===== config.mk =====
export PLATFORM = sky130hd
export DESIGN_NAME = pcm_serial_port
export DESIGN_NICKNAME = d
export VERILOG_FILES = /design/src/rtl/pcm_port_pkg.sv /design/src/rtl/pcm_tx_slot.sv /design/src/rtl/pcm_rx_slot.sv /design/src/rtl/pcm_rxclk_sel.sv /design/src/rtl/pcm_serial_port.sv
export SDC_FILE = /design/constraint.sdc
export NUM_CORES = 1
export LEC_CHECK = 0
export ABC_AREA = 1
export CELL_PAD_IN_SITES_DETAIL_PLACEMENT = 1
export CELL_PAD_IN_SITES_GLOBAL_PLACEMENT = 1
export CORE_MARGIN = 8
export CORE_UTILIZATION = 35
export CTS_BUF_LIST = sky130_fd_sc_hd__clkbuf_8 sky130_fd_sc_hd__clkbuf_16
export CTS_CLUSTER_SIZE = 40
export DETAILED_ROUTE_END_ITERATION = 6
export DONT_BUFFER_PORTS = 1
export PLACE_DENSITY = 0.65
export SKIP_LAST_GASP = 1
export SLEW_MARGIN = 20
export SYNTH_ARGS = -nofsm -noshare
export SYNTH_HDL_FRONTEND = slang
export SYNTH_SLANG_ARGS = --single-unit

===== constraint.sdc =====
create_clock -name tx_mclk -period 1.8 [get_ports tx_mclk]
set_clock_uncertainty 0.05 [all_clocks]
set_input_delay 0.09 -clock tx_mclk [delete_from_list [all_inputs] [get_ports tx_mclk]]
set_output_delay 0.09 -clock tx_mclk [all_outputs]
set_load 0.005 [all_outputs]

===== src/rtl/pcm_port_pkg.sv =====
// Shared constants and types for the PCM serial frame interface.
package pcm_port_pkg;
    localparam int unsigned CODE_BITS = 8;
    typedef logic [CODE_BITS-1:0] code_t;
    // Which master clock receive functions should follow.
    typedef enum logic {SRC_OWN = 1'b0, SRC_TX = 1'b1} rclk_src_e;
endpackage


===== src/rtl/pcm_tx_slot.sv =====
// Transmit slot engine: holds the encoder code and shifts it out MSB first
// in the slot opened by the next frame sync.
// Assumes bclk and fsync are levels synchronous to clk, each bit period
// spanning at least two clk cycles.
module pcm_tx_slot #(
    parameter int unsigned W = 8
) (
    input  logic         clk,
    input  logic         rst_n,
    input  logic         bclk,
    input  logic         fsync,
    input  logic         load,
    input  logic [W-1:0] code_in,
    output logic         sdata,
    output logic         sdata_oe,
    output logic         slot_start,
    output logic         restart
);
    localparam int unsigned CW = (W > 1) ? $clog2(W) : 1;
    localparam logic [CW-1:0] LAST = CW'(W - 1);

    logic          bclk_q;
    logic          fs_seen_q;
    logic          rise;
    logic          start;
    logic [W-1:0]  hold_q;
    logic [W-1:0]  shreg_q;
    logic [CW-1:0] cnt_q;
    logic          act_q;
    logic          start_q;

    assign rise    = bclk & ~bclk_q;
    assign start   = rise & fsync & ~fs_seen_q;
    assign restart = start & act_q & (cnt_q != LAST);

    // Purpose: remember last bit clock level and the sync seen at last rise.
    always_ff @(posedge clk) begin
        if (!rst_n) begin
            bclk_q    <= 1'b0;
            fs_seen_q <= 1'b0;
        end else begin
            bclk_q <= bclk;
            if (rise) fs_seen_q <= fsync;
        end
    end

    // Purpose: holding buffer for the code produced by the encoder.
    always_ff @(posedge clk) begin
        if (!rst_n)    hold_q <= '0;
        else if (load) hold_q <= code_in;
    end

    // Purpose: slot shifter, launched from the holding buffer at each start.
    always_ff @(posedge clk) begin
        if (!rst_n) begin
            shreg_q <= '0;
            cnt_q   <= '0;
            act_q   <= 1'b0;
        end else if (start) begin
            shreg_q <= hold_q;
            cnt_q   <= '0;
            act_q   <= 1'b1;
        end else if (rise && act_q) begin
            if (cnt_q == LAST) begin
                act_q <= 1'b0;
            end else begin
                shreg_q <= {shreg_q[W-2:0], 1'b0};
                cnt_q   <= cnt_q + 1'b1;
            end
        end
    end

    // Purpose: one-cycle encode-start pulse after each slot start.
    always_ff @(posedge clk) begin
        if (!rst_n) start_q <= 1'b0;
        else        start_q <= start;
    end

    assign slot_start = start_q;
    assign sdata_oe   = act_q;
    assign sdata      = act_q & shreg_q[W-1];
endmodule


===== src/rtl/pcm_rx_slot.sv =====
// Receive slot engine: after a frame sync, samples W bits on falling bit
// clock edges, MSB first, and presents the byte with a one-cycle strobe.
// Assumes bclk, fsync and sdata are synchronous to clk.
module pcm_rx_slot #(
    parameter int unsigned W = 8
) (
    input  logic         clk,
    input  logic         rst_n,
    input  logic         bclk,
    input  logic         fsync,
    input  logic         sdata,
    output logic [W-1:0] code_out,
    output logic         code_valid,
    output logic         restart
);
    localparam int unsigned CW = (W > 1) ? $clog2(W) : 1;
    localparam logic [CW-1:0] LAST = CW'(W - 1);

    logic          bclk_q;
    logic          fs_seen_q;
    logic          rise;
    logic          fall;
    logic          start;
    logic [W-1:0]  acc_q;
    logic [CW-1:0] cnt_q;
    logic          act_q;
    logic [W-1:0]  code_q;
    logic          valid_q;

    assign rise    = bclk & ~bclk_q;
    assign fall    = ~bclk & bclk_q;
    assign start   = rise & fsync & ~fs_seen_q;
    assign restart = start & act_q;

    // Purpose: remember bit clock level and the sync seen at last rise.
    always_ff @(posedge clk) begin
        if (!rst_n) begin
            bclk_q    <= 1'b0;
            fs_seen_q <= 1'b0;
        end else begin
            bclk_q <= bclk;
            if (rise) fs_seen_q <= fsync;
        end
    end

    // Purpose: assemble bits on falling edges and publish the full byte.
    always_ff @(posedge clk) begin
        if (!rst_n) begin
            acc_q   <= '0;
            cnt_q   <= '0;
            act_q   <= 1'b0;
            code_q  <= '0;
            valid_q <= 1'b0;
        end else begin
            valid_q <= 1'b0;
            if (start) begin
                acc_q <= '0;
                cnt_q <= '0;
                act_q <= 1'b1;
            end else if (fall && act_q) begin
                acc_q <= {acc_q[W-2:0], sdata};
                if (cnt_q == LAST) begin
                    act_q   <= 1'b0;
                    code_q  <= {acc_q[W-2:0], sdata};
                    valid_q <= 1'b1;
                end else begin
                    cnt_q <= cnt_q + 1'b1;
                end
            end
        end
    end

    assign code_out   = code_q;
    assign code_valid = valid_q;
endmodule


===== src/rtl/pcm_rxclk_sel.sv =====
// Receive master-clock source selector: watches a pin for activity and
// requests the transmit master clock when the pin is static.
// Assumes the pin may be asynchronous; it passes a synchronizer first.
module pcm_rxclk_sel
    import pcm_port_pkg::*;
#(
    parameter int unsigned STATIC_CYC  = 16,
    parameter int unsigned GOOD_EDGES  = 4,
    parameter int unsigned SYNC_STAGES = 2
) (
    input  logic clk,
    input  logic rst_n,
    input  logic mclk_pin,
    output logic use_tx_clk
);
    localparam int unsigned IW = $clog2(STATIC_CYC + 1);
    localparam int unsigned GW = (GOOD_EDGES > 1) ? $clog2(GOOD_EDGES + 1) : 1;

    logic [SYNC_STAGES:0] sync_q;
    logic                 toggled;
    logic [IW-1:0]        idle_q;
    logic [GW-1:0]        good_q;
    rclk_src_e            src_q;

    // Purpose: synchronizer chain plus one stage for edge detection.
    always_ff @(posedge clk) begin
        if (!rst_n) sync_q <= '0;
        else        sync_q <= {sync_q[SYNC_STAGES-1:0], mclk_pin};
    end

    assign toggled = sync_q[SYNC_STAGES] ^ sync_q[SYNC_STAGES-1];

    // Purpose: count cycles since the last pin edge, saturating.
    always_ff @(posedge clk) begin
        if (!rst_n)                        idle_q <= '0;
        else if (toggled)                  idle_q <= '0;
        else if (idle_q != IW'(STATIC_CYC)) idle_q <= idle_q + 1'b1;
    end

    // Purpose: switch source on a static pin, return after enough edges.
    always_ff @(posedge clk) begin
        if (!rst_n) begin
            src_q  <= SRC_TX;
            good_q <= '0;
        end else if (!toggled && idle_q == IW'(STATIC_CYC - 1)) begin
            src_q  <= SRC_TX;
            good_q <= '0;
        end else if (src_q == SRC_TX && toggled) begin
            if (good_q == GW'(GOOD_EDGES - 1)) begin
                src_q  <= SRC_OWN;
                good_q <= '0;
            end else begin
                good_q <= good_q + 1'b1;
            end
        end
    end

    assign use_tx_clk = (src_q == SRC_TX);
endmodule


===== src/rtl/pcm_serial_port.sv =====
// PCM codec serial frame interface top: transmit slot, receive slot,
// receive clock selection and the sticky frame error flag.
// Assumes all inputs except rx_mclk_pin are synchronous to tx_mclk.
module pcm_serial_port
    import pcm_port_pkg::*;
#(
    parameter int unsigned STATIC_CYC  = 16,
    parameter int unsigned GOOD_EDGES  = 4,
    parameter int unsigned SYNC_STAGES = 2
) (
    input  logic                 tx_mclk,
    input  logic                 rst_n,
    input  logic                 tx_bclk,
    input  logic                 tx_fsync,
    input  logic                 enc_done,
    input  logic [CODE_BITS-1:0] enc_code,
    output logic                 tx_data,
    output logic                 tx_data_oe,
    output logic                 enc_start,
    input  logic                 rx_bclk,
    input  logic                 rx_fsync,
    input  logic                 rx_data,
    output logic [CODE_BITS-1:0] rx_code,
    output logic                 rx_code_valid,
    input  logic                 rx_mclk_pin,
    output logic                 rx_mclk_fallback,
    output logic                 frame_error
);
    logic tx_restart;
    logic rx_restart;
    logic err_q;

    pcm_tx_slot #(.W(CODE_BITS)) tx_i (
        .clk        (tx_mclk),
        .rst_n      (rst_n),
        .bclk       (tx_bclk),
        .fsync      (tx_fsync),
        .load       (enc_done),
        .code_in    (enc_code),
        .sdata      (tx_data),
        .sdata_oe   (tx_data_oe),
        .slot_start (enc_start),
        .restart    (tx_restart)
    );

    pcm_rx_slot #(.W(CODE_BITS)) rx_i (
        .clk        (tx_mclk),
        .rst_n      (rst_n),
        .bclk       (rx_bclk),
        .fsync      (rx_fsync),
        .sdata      (rx_data),
        .code_out   (rx_code),
        .code_valid (rx_code_valid),
        .restart    (rx_restart)
    );

    pcm_rxclk_sel #(
        .STATIC_CYC  (STATIC_CYC),
        .GOOD_EDGES  (GOOD_EDGES),
        .SYNC_STAGES (SYNC_STAGES)
    ) sel_i (
        .clk        (tx_mclk),
        .rst_n      (rst_n),
        .mclk_pin   (rx_mclk_pin),
        .use_tx_clk (rx_mclk_fallback)
    );

    // Purpose: sticky record of any slot cut short by a frame sync.
    always_ff @(posedge tx_mclk) begin
        if (!rst_n)                       err_q <= 1'b0;
        else if (tx_restart || rx_restart) err_q <= 1'b1;
    end

    assign frame_error = err_q;
endmodule


Word-level counts from Yosys, hierarchy flattened
Index checks and enable logic that the tools add are counted.
{ "op_classes": {"add_sub_neg": 4, "eq_ne": 7, "n_mux": 11, "bitwise": 22, "n_reduce_logical": 22} }
{ "op_table": {"columns": ["operator", "n"], "rows": [
  ["2-to-1 mux 8 bit", 3],
  ["AND reduction 2 bit", 6],
  ["AND 1 bit", 11],
  ["inverter 1 bit", 10],
  ["adder 3 x 1 -> 3 bit (second input constant)", 3],
  ["nonzero test 2 bit", 4],
  ["OR reduction 2 bit", 4],
  ["2-to-1 mux 1 bit", 7],
  ["equality test 3 bit (second input constant)", 2],
  ["adder 5 x 1 -> 5 bit (second input constant)", 1],
  ["equality test 5 x 4 -> 1 bit (second input constant)", 1],
  ["inequality test 5 bit (second input constant)", 1],
  ["logical AND 1 bit", 4],
  ["equality test 3 x 2 -> 1 bit (second input constant)", 1],
  ["2-to-1 mux 3 bit", 1],
  ["inequality test 3 bit (second input constant)", 1],
  ["AND reduction 3 bit", 1],
  ["OR reduction 3 bit", 1],
  ["inequality test 2 x 1 -> 1 bit (second input constant)", 1],
  ["zero test 1 bit", 1],
  ["logical OR 1 bit", 1],
  ["bitwise XOR 1 bit", 1]
]} }
{ "totals": {"register_bits": 58, "inputBits": 17, "output_inout_bits": 14, "word_cells": 85} }

Depth between registers and ports, before layout
Gate-level depths: netlist of run 1.
{ "logic_depth": {"depth_word": 7, "depth_mapped": 8, "mapped_depth_nobuf": 8} }

Cells and area by module
Synthesis of run 1 repeated with hierarchy kept, for this count alone.
{ "unflattened": {"cells_unflattened": 311, "hier_area_um2": 2484.9} }
{ "by_module_without_submodules": {"columns": ["mod", "n_inst", "cells_per_inst", "area_per_inst_um2", "seq_area_each_um2"], "rows": [
  ["pcm_tx_slot", 1, 133, 1062.3, 460.4],
  ["pcm_rx_slot", 1, 105, 843.3, 440.4],
  ["pcm_rxclk_sel", 1, 68, 543.0, 240.2],
  ["pcm_serial_port", 1, 5, 36.3, 20.0]
]} }

Least setup slack after synthesis of run 1
Ideal clock, no wire load.
{ "synth_path": {"path_type": "register to register", "start": "register tx_i.cnt_q[0]", "end": "register tx_i.cnt_q[0]", "setup_time_ns": 0.114, "arrival_time_ns": 1.317, "t_required_ns": 1.636, "slack_ns": 0.319, "stages_incl_launch_ff": 8, "n_path_buf": 1, "synth_period_minus_slack_ns": 1.481, "path_cell_list": "dfxtp_1 > ha_1 > ha_1 > nor2_4 > nand2_1 > buf_4 > xor2_1 > nor2_1"} }
{ "synth_between": {"elab_chain_cells": 3, "elab_cells_between_ends": 4, "cone_classes": "add/sub (1); eq/ne (1); bitwise (1); reduce/logical (1)"} }
{ "synth_rtl": {"columns": ["item", "line_no", "rtl"], "rows": [
  ["start: declaration", "pcm_tx_slot.sv:28", "logic [CW-1:0] cnt_q;"],
  ["start signal: assignment", "pcm_tx_slot.sv:68", "cnt_q <= cnt_q + 1'b1;"],
  ["branches (longest 3 deep; another with adder 3 x 1 -> 3 bit)", null, null]
]} }
Several ways; the timed one is not identified.
A chain may end at the register's enable or synchronous reset.

Worst setup path after layout of run 1
{ "layout_path": {"start": "register tx_i.cnt_q[0]", "end": "register tx_i.shreg_q[7]"} }
{ "layout_between": {"elab_chain_cells": 3} }
{ "layout_rtl": {"columns": ["item", "line_no", "rtl"], "rows": [
  ["equality test 3 bit", "pcm_tx_slot.sv:64", "if (cnt_q == LAST) begin"],
  ["inequality test 2 x 1 -> 1 bit (no line)", null, null],
  ["AND reduction 2 bit (no line)", null, null],
  ["end signal: assignment", "pcm_tx_slot.sv:60", "shreg_q <= hold_q;"],
  ["end signal: assignment", "pcm_tx_slot.sv:67", "shreg_q <= {shreg_q[W-2:0], 1'b0};"],
  ["end: declaration", "pcm_tx_slot.sv:27", "logic [W-1:0] shreg_q;"]
]} }
Every way passes these cells.

==> results of run 1 <==
## cells in the mapped netlist
master	number	area share, %
nor2_4	1	0.48
buf_4	1	0.32
clkbuf_1	3	0.48
nor2_1	12	1.9
xor2_1	2	0.75
nor2_8	1	0.85
nand4_1	2	0.53
buf_6	1	0.48
dfxtp_1	58	50
buf_2	2	0.43
a21oi_1	34	7.3
ha_1	8	4.3
nor3b_1	1	0.32
o21ai_0	11	2.3
o21ai_1	1	0.21
xnor2_1	1	0.37
nand2_1	95	15
nand3b_1	1	0.32
inv_1	36	5.8
nand3_4	1	0.75
nand3_1	26	5.6
nor3_1	1	0.21
nor2_2	1	0.27
inv_2	4	0.64
and3_1	1	0.27
nand3_2	1	0.43
## worst max path at each step
stage | startpoint | end | slack, ns | cells after the start
2_1_floorplan | tx_i.cnt_q[0] | tx_i.cnt_q[0] | 0.32 | 7
3_3_place_gp | tx_i.cnt_q[0] | tx_i.shreg_q[7] | 0.20 | 8
3_5_place_dp | tx_i.cnt_q[0] | tx_i.shreg_q[7] | 0.16 | 8
4_1_cts | tx_i.cnt_q[0] | tx_i.shreg_q[7] | 0.15 | 8
5_1_grt | sel_i.idle_q[0] | sel_i.good_q[2] | 0.004 | 6
6_report | tx_i.cnt_q[0] | tx_i.shreg_q[7] | 0.16 | 8
## power by group through the flow
stage	sequential, uW	combinational [uW]	clock, uW
final	1360	200	1230
after CTS	1360	202	1280
after detailed placement	1390	151	0
after floorplan	1380	130	0
after global placement	1380	147	0
after global routing	1360	231	1340
## final cells by class
class                   count  area [sq um]  area share (%)
clock buffers               9           124            4.40
multi-input cells         201           992            35.3
repair buffers             20           208            7.38
inverters                  40           150            5.34
flip-flops and latches     58          1160            41.3
well taps                  80           100            3.56
clock inverters             7          78.8            2.80
## state kept, by name (all words and copies together), names as in the netlist
signal and count:
frame_error 1, rx_i.acc_q 7, rx_i.act_q 1, rx_i.bclk_q 1
rx_i.cnt_q 3, rx_i.code_out 8, rx_i.code_valid 1, rx_i.fs_seen_q 1
sel_i.good_q 3, sel_i.idle_q 5, sel_i.sync_q 3, sel_i.use_tx_clk 1
tx_i.bclk_q 1, tx_i.cnt_q 3, tx_i.fs_seen_q 1, tx_i.hold_q 8
tx_i.sdata_oe 1, tx_i.shreg_q 8, tx_i.slot_start 1
## cells by family after synthesis
group	count (synthesis)
AND/OR/NAND/NOR	144
flip-flops	58
buffers and inverters	47
AO/OA/AOI/OAI	46
adder cells (fa/ha/maj)	8
XOR/XNOR	3
## repair_timing
| item | CTS | global route |
|---|---|---|
| gates resized for setup | 0 | 0 |
| endpoints found under the hold margin | 41 | 0 |
| hold buffers | 19 | 0 |
| buffers inserted | 0 | 0 |
## worst register-to-register path, stage by stage (launching register included)
cell	delay (ns)
dfxtp_1	0.33
ha_1	0.20
ha_1	0.24
nor2_4	0.12
nand2_1	0.27
nand2_1	0.16
nor2_1	0.06
nand2_1	0.08
nand2_1	0.05
## metal layers
metal	share of wire (%)	vias up	wire length, um
li1	-	1019	-
met1	45	942	2550
met2	47	32	2650
met3	6.5	11	372
met4	2.1	0	119
met5	0	-	0
## through the flow
step                      utilization [%]  instances
after floorplan                         -        306
after global placement               36.3        380
after detailed placement             36.3        380
after CTS                            42.4        415
after global routing                 42.4        415
final                                42.4        415
==> metrics.md, run 1 <==
| Metric | Value |
|---|---|
| Site Rows | `30` |
| IO Port Bufs | `0` |
| Yosys warnings | `0` |
| Worst Path Required | `between 1.5 and 2 ns` |
| Cell family with most CP delay | `simple AND/OR/NAND/NOR gates` |
| Hold wc startpoint | `rst_n` |
| Outcome | `complete, no violations` |
| CP max FO | `12` |
| CTS sink cnt | `58` |
| Hold depth | `2` |
| Routed Antenna Nets | `0` |
| FILL cells | `824` |
| Combinational fraction of design power | `7.2%` |
| Endpoints failing hold | `0` |
| Most Crowded Layer GR | `met2` |
| Crit. End Element | `flip-flop` |
| TritonCTS buffer count | `9` |
| # IOs | `31` |
| Hold Path End | `tx_i.shreg_q[1]` |
| Ant diodes | `0` |
| TritonCTS clock tree | `done` |
| Clock group share of total power | `44.1%` |
| Gr ovfl total | `0` |
| Maximum vdd drop | `0.000416 V` |
| DR vias/cell | `4.83` |
| Setup ws final | `0.164 ns` |
| Leakage | `~0.0012 uW` |
| M3 GR Usage | `5.83%` |
| CP Class | `flip-flop to flip-flop` |
| Setup Slack @ Placement | `0.159 ns` |
| Most common cell after layout, fill and taps aside | `nand2_1` |
| Placed inst area | `2410 sq um` |
| RR Endpoint | `tx_i.shreg_q[7]` |
| Global Route Usage Sum | `12.8%` |
| Register area share after synthesis | `49.5%` |
| Largest family of logic cells by synthesized area | `simple AND/OR/NAND/NOR gates` |
| Power Total | `2790 uW` |
| DR vias | `2004` |
| Design area | `2810 sq um` |
| Slew Viols, Final | `0` |
| Crit path buf inv count | `0` |
| Max stage delay cell, worst path | `dfxtp_1` |
| Synth Area in Compound Gates | `9.82%` |
| Critical Path Most Common Cell | `nand2_1` |
| Mux contribution to synthesized area | `0%` |
| Clk slew on worst S/H paths | `~0.07 ns` |
| Int Power | `~2000 uW` |
| Synth Instances | `306` |
| Sequential Power Share | `48.7%` |
| Most frequent cells in the layout | `nand2_1 (95), dfxtp_1 (58), inv_1 (36)` |
| First drt pass iteration count | `4` |
| Routability cong. | `~0.7` |
| Post-Synth Adder-Cell Area | `under 10%` |
| Worst min path class | `primary input to flip-flop` |
| Die area | `around 9600 sq um` |
| Min cycle time layout | `~1.6 ns` |
| Net Sw Power | `732 uW` |
| Xor/xnor share of the synthesized area | `1.12%` |
| CTS Buffer Depth | `2` |
| DP Wirelength | `3.68 mm` |
| Largest net degree at the start of global routing | `28` |
| Synth Area in Simple Gates | `a little over a quarter` |
| Vias in the first global route | `2079` |
| Power Dens Cells | `slightly below 1000 nW/um^2` |
| Switching part of the total | `roughly a quarter` |
| Final-report setup violation count | `0` |
| Clock Latency Late Sink | `0.34 ns` |
| Tcrit/Tclk final | `90.9%` |
| GR Layer Usage met1 | `between 10 and 15%` |
| Number of library cell types mapped by synthesis | `26` |
| Cells along the critical path | `ha_1, ha_1, nor2_4, nand2_1, nand2_1, nor2_1, nand2_1, nand2_1` |
| Min Hold Slack | `0.0631 ns` |
| Area growth syn-to-layout | `20.1%` |
| #FFs+latches synth | `58` |
| Reg2reg start | `tx_i.cnt_q[0]` |
| Max stage delay on crit path | `0.33 ns` |
| Iteration-0 DRC Markers | `53` |
| Setup TNS | `0 ns` |
| WL final | `5.70 mm` |
| Antenna violations before repair | `0` |
| Die Y-Extent | `a little under 100 um` |
| CP startpoint kind | `flip-flop` |
| DRC errors left | `0` |
| Worst EP arrival | `1.82 ns` |
| Effective utilization at floorplan | `35.3%` |
| Met2 usage | `21.0%` |
| Max-Slew Margin vs Limit | `between 60% and 70%` |
| H-tree Lvls | `3` |
| Global-route wire length before repair | `9.86 mm` |
| Layout cells sized above 1 | `8.06%` |
| F_max | `0.611 GHz` |
| Nets | `355` |
| Std-Cell Core Area | `~6600 sq um` |
| Worst Max-Slew Pin Slew | `0.451 ns` |
| Clock root buffer | `clkbuf_8` |
| Max Cap Viol | `0` |
| Synthesized area per cell | `~7.7 sq um` |
| Reg-to-reg slack, setup | `0.16 ns` |
| RSZ-0062 raised after global routing | `false` |
| Reg2Reg Depth | `8` |
| Per-cell routed wire length | `between 10 and 15 um` |
| Syn nets | `331` |
| Die X | `97.8 um` |
| Cell area after synthesis | `2340 sq um` |
Note: power is estimated with default switching activity, not from simulation.
==> run 2, diff against run 1 <==
Settings changed: RECOVER_POWER set to 50, SYNTH_HIERARCHICAL set to 1.
==> metrics.md, run 2 <==
| Metric | Value |
|---|---|
| Nets | `355 (unchanged)` |
| #FFs+latches synth | `58 (unchanged)` |
| Iteration-0 DRC Markers | `40 (-25%)` |
| Vias in the first global route | `2174 (+4.6%)` |
| Main synth FF type | `dfxtp_1` |
| Reg area | `1160 sq um (unchanged)` |
| Number of library cell types mapped by synthesis | `28 (+7.7%)` |
| CTS sink cnt | `58 (unchanged)` |
| Max stage delay on crit path | `0.33 ns (about the same)` |
| Max Cap Viol | `0 (unchanged)` |
| Largest net degree at the start of global routing | `24 (-14%)` |
| Outcome | `complete, no violations` |
| Clock Latency Late Sink | `0.33 ns (about the same)` |
| Async SR Flop Fraction | `0% (unchanged)` |
| CP Class | `flip-flop to flip-flop` |
| Worst EP arrival | `1.87 ns (+0.05 ns)` |
| CTS Buffer Depth | `2 (unchanged)` |
| Crit. End Element | `flip-flop` |
| Per-cell routed wire length | `12.8 um (-6.4%)` |
| Power Dens Cells | `996 nW/um^2 (+0.52%)` |
| Die area | `10100 sq um (+5.0%)` |
| Final-report setup violation count | `0 (unchanged)` |
| Most frequent cells in the layout | `nand2_1 (69), dfxtp_1 (58), a21oi_1 (46)` |
| RSZ-0062 raised after global routing | `false` |
| Std-Cell Core Area | `6830 sq um (+2.8%)` |
| Die X | `100 um (+2.5%)` |
| Most common cell in the synthesized netlist | `nand2_1` |
| Multi-input gate area | `1080 sq um (+9.3%)` |
| Clk slew on worst S/H paths | `0.06 ns (about the same)` |
| Worst min path class | `primary input to flip-flop` |
| DP Wirelength | `3.84 mm (+4.3%)` |
| Setup Slack @ Placement | `0.155 ns (-0.00351 ns)` |
| Min Hold Slack | `0.0276 ns (-0.0355 ns)` |
| DR vias/cell | `4.76 (-1.5%)` |
| # IOs | `31 (unchanged)` |
| Synth Instances | `311 (+1.6%)` |
| First drt pass iteration count | `4 (unchanged)` |
| Clock root buffer | `clkbuf_8` |
| Endpoints failing hold | `0 (unchanged)` |
| Top cells by count, synth | `nand2_1 (68), dfxtp_1 (58), a21oi_1 (46), inv_1 (36), nand3_1 (34)` |
| DRC errors left | `0 (unchanged)` |
| Routability cong. | `0.728 (+3.1%)` |
| Die Y-Extent | `100 um (+2.5%)` |
| Worst Max-Slew Pin Slew | `1.04 ns (+0.594 ns)` |
| Placed inst area | `2530 sq um (+5.1%)` |
| Critical Path Most Common Cell | `ha_1` |
| Cell family with most CP delay | `simple AND/OR/NAND/NOR gates` |
| Max stage delay cell, worst path | `dfxtp_1` |
| Leakage | `0.00117 uW (-5.3%)` |
| Tcrit/Tclk final | `92.2% (+1.3 points)` |
| Maximum vdd drop | `0.000484 V (+16%)` |
| Post-synth top area share | `46.7% (-2.8 points)` |
| Area growth syn-to-layout | `16.7%` |
| Min cycle time layout | `1.66 ns (+0.0238 ns)` |
| EDFF count, synth | `0 (unchanged)` |
| Design area | `2900 sq um (+3.1%)` |
| F_max | `0.603 GHz (-1.4%)` |
| Effective utilization at floorplan | `36.4% (+1.1 points)` |
| Most common cell after layout, fill and taps aside | `nand2_1` |
| Max-Slew Margin vs Limit | `30.4% (-39 points)` |
| H-tree Lvls | `3 (unchanged)` |
| CP startpoint kind | `flip-flop` |
| DR vias | `2046 (+2.1%)` |
| Slew Viols, Final | `0 (unchanged)` |
| FILL cells | `838 (+1.7%)` |
| Crit path buf inv count | `1 (+1)` |
| Global Route Usage Sum | `12.3% (-0.46 points)` |
| Yosys warnings | `6 (+6)` |
| Routed Antenna Nets | `0 (unchanged)` |
| Gr ovfl total | `0 (unchanged)` |
| WL final | `5.53 mm (-3.0%)` |
| Worst Path Required | `2.01 ns (+0.02 ns)` |
| IO Port Bufs | `0 (unchanged)` |
| Layout cells sized above 1 | `8.98% (+0.92 points)` |
| CP max FO | `12 (unchanged)` |
| Syn nets | `336 (+1.5%)` |
| Antenna violations before repair | `0 (unchanged)` |
| Setup ws final | `0.140 ns (-0.0238 ns)` |
| Synthesized area per cell | `7.99 sq um (+4.3%)` |
| Ranking of synthesized cells by area | `dfxtp_1 (47%), nand2_1 (10%), a21oi_1 (9.3%)` |
| TritonCTS clock tree | `done` |
| TritonCTS buffer count | `9 (unchanged)` |
| Biggest area consumer among synthesized cells | `dfxtp_1` |
| Setup TNS | `0 ns (unchanged)` |
| Final core occ | `42.5% (+0.10 points)` |
| Cell area after synthesis | `2480 sq um (+6.0%)` |
| Global-route wire length before repair | `9.87 mm (+0.13%)` |
| Ant diodes | `0 (unchanged)` |
| Cells along the critical path | `ha_1, ha_1, nor2_4, nand2_2, inv_1, nand2_1, a21oi_1` |
| Register area share after synthesis | `46.7% (-2.8 points)` |
| Site Rows | `30 (unchanged)` |
[run 2: cell types whose count changed after synthesis, sizes merged, moves of 2 or more]
| cell | before | now |
|---|---|---|
| buf | 4 | 8 |
| nand2 | 95 | 76 |
| a21oi | 34 | 46 |
| nor2 | 15 | 10 |
| nand4 | 2 | 12 |
| inv | 40 | 38 |
| nand3 | 28 | 35 |
[run 2: kinds of logic after synthesis]
| kind of cell | share of synthesized area [%] |
|---|---|
| simple gates | 27.4 |
| flops | 46.7 |
| compound gates | 11.5 |
| buf+inv | 9.31 |
| fa+ha+maj | 4.03 |
| xor+xnor | 1.06 |
[run 2: final timing paths]
check / from / slack [ns] / cells past startpoint / endpoint
worst max-delay path: tx_i/cnt_q[0] / 0.14 / 7 / tx_i/cnt_q[1]
worst min-delay path: tx_fsync / 0.03 / 3 / tx_i/shreg_q[4]
worst max register to register: tx_i/cnt_q[0] / 0.14 / 7 / tx_i/cnt_q[1]
worst min register to register: sel_i/sync_q[0] / 0.37 / 2 / sel_i/sync_q[1]
[run 2: repair_timing]
action | in CTS | in global routing
resized for setup | 0 | 1
hold buffers | 16 | 0
hold endpoints to repair | 54 | 0
setup buffers | 0 | 0
endpoints found under the setup margin | 0 | 9
[run 2: stage by stage]
| stage | total power (uW) | instances |
|---|---|---|
| after global placement | 1540 | 399 |
| after CTS | 2940 | 430 |
| after global routing | 3030 | 430 |
| after floorplan | 1530 | 311 |
| after detailed placement | 1550 | 399 |
| final | 2890 | 430 |
[run 2: worst register-to-register path, cell delays in order, from the launching register on]
cell     delay, ns
dfxtp_1       0.33
ha_1          0.20
ha_1          0.24
nor2_4        0.25
nand2_2       0.21
inv_1         0.14
nand2_1       0.07
a21oi_1       0.11
[run 2: final cells by class]
type / count / share of cell area (%)
clock buffer: 11 / 5.22
clock inverter: 4 / 2.33
inverter: 39 / 5.05
multi-input combinational: 204 / 37.4
sequential: 58 / 40.0
tap: 96 / 4.14
timing repair buffer: 18 / 5.82
[run 2: per-layer routing]
metal	up-vias	GRT usage, %	wire [um]
met1	942	12.5	2310
li1	1058	-	-
met4	0	4.53	78
met5	-	0	0
met2	37	21.4	2800
met3	9	6.16	337
[run 2: where the power goes]
group | internal (uW) | switching [uW]
logic | 76.6 | 127
clock network | 838 | 492
registers | 1330 | 26.4
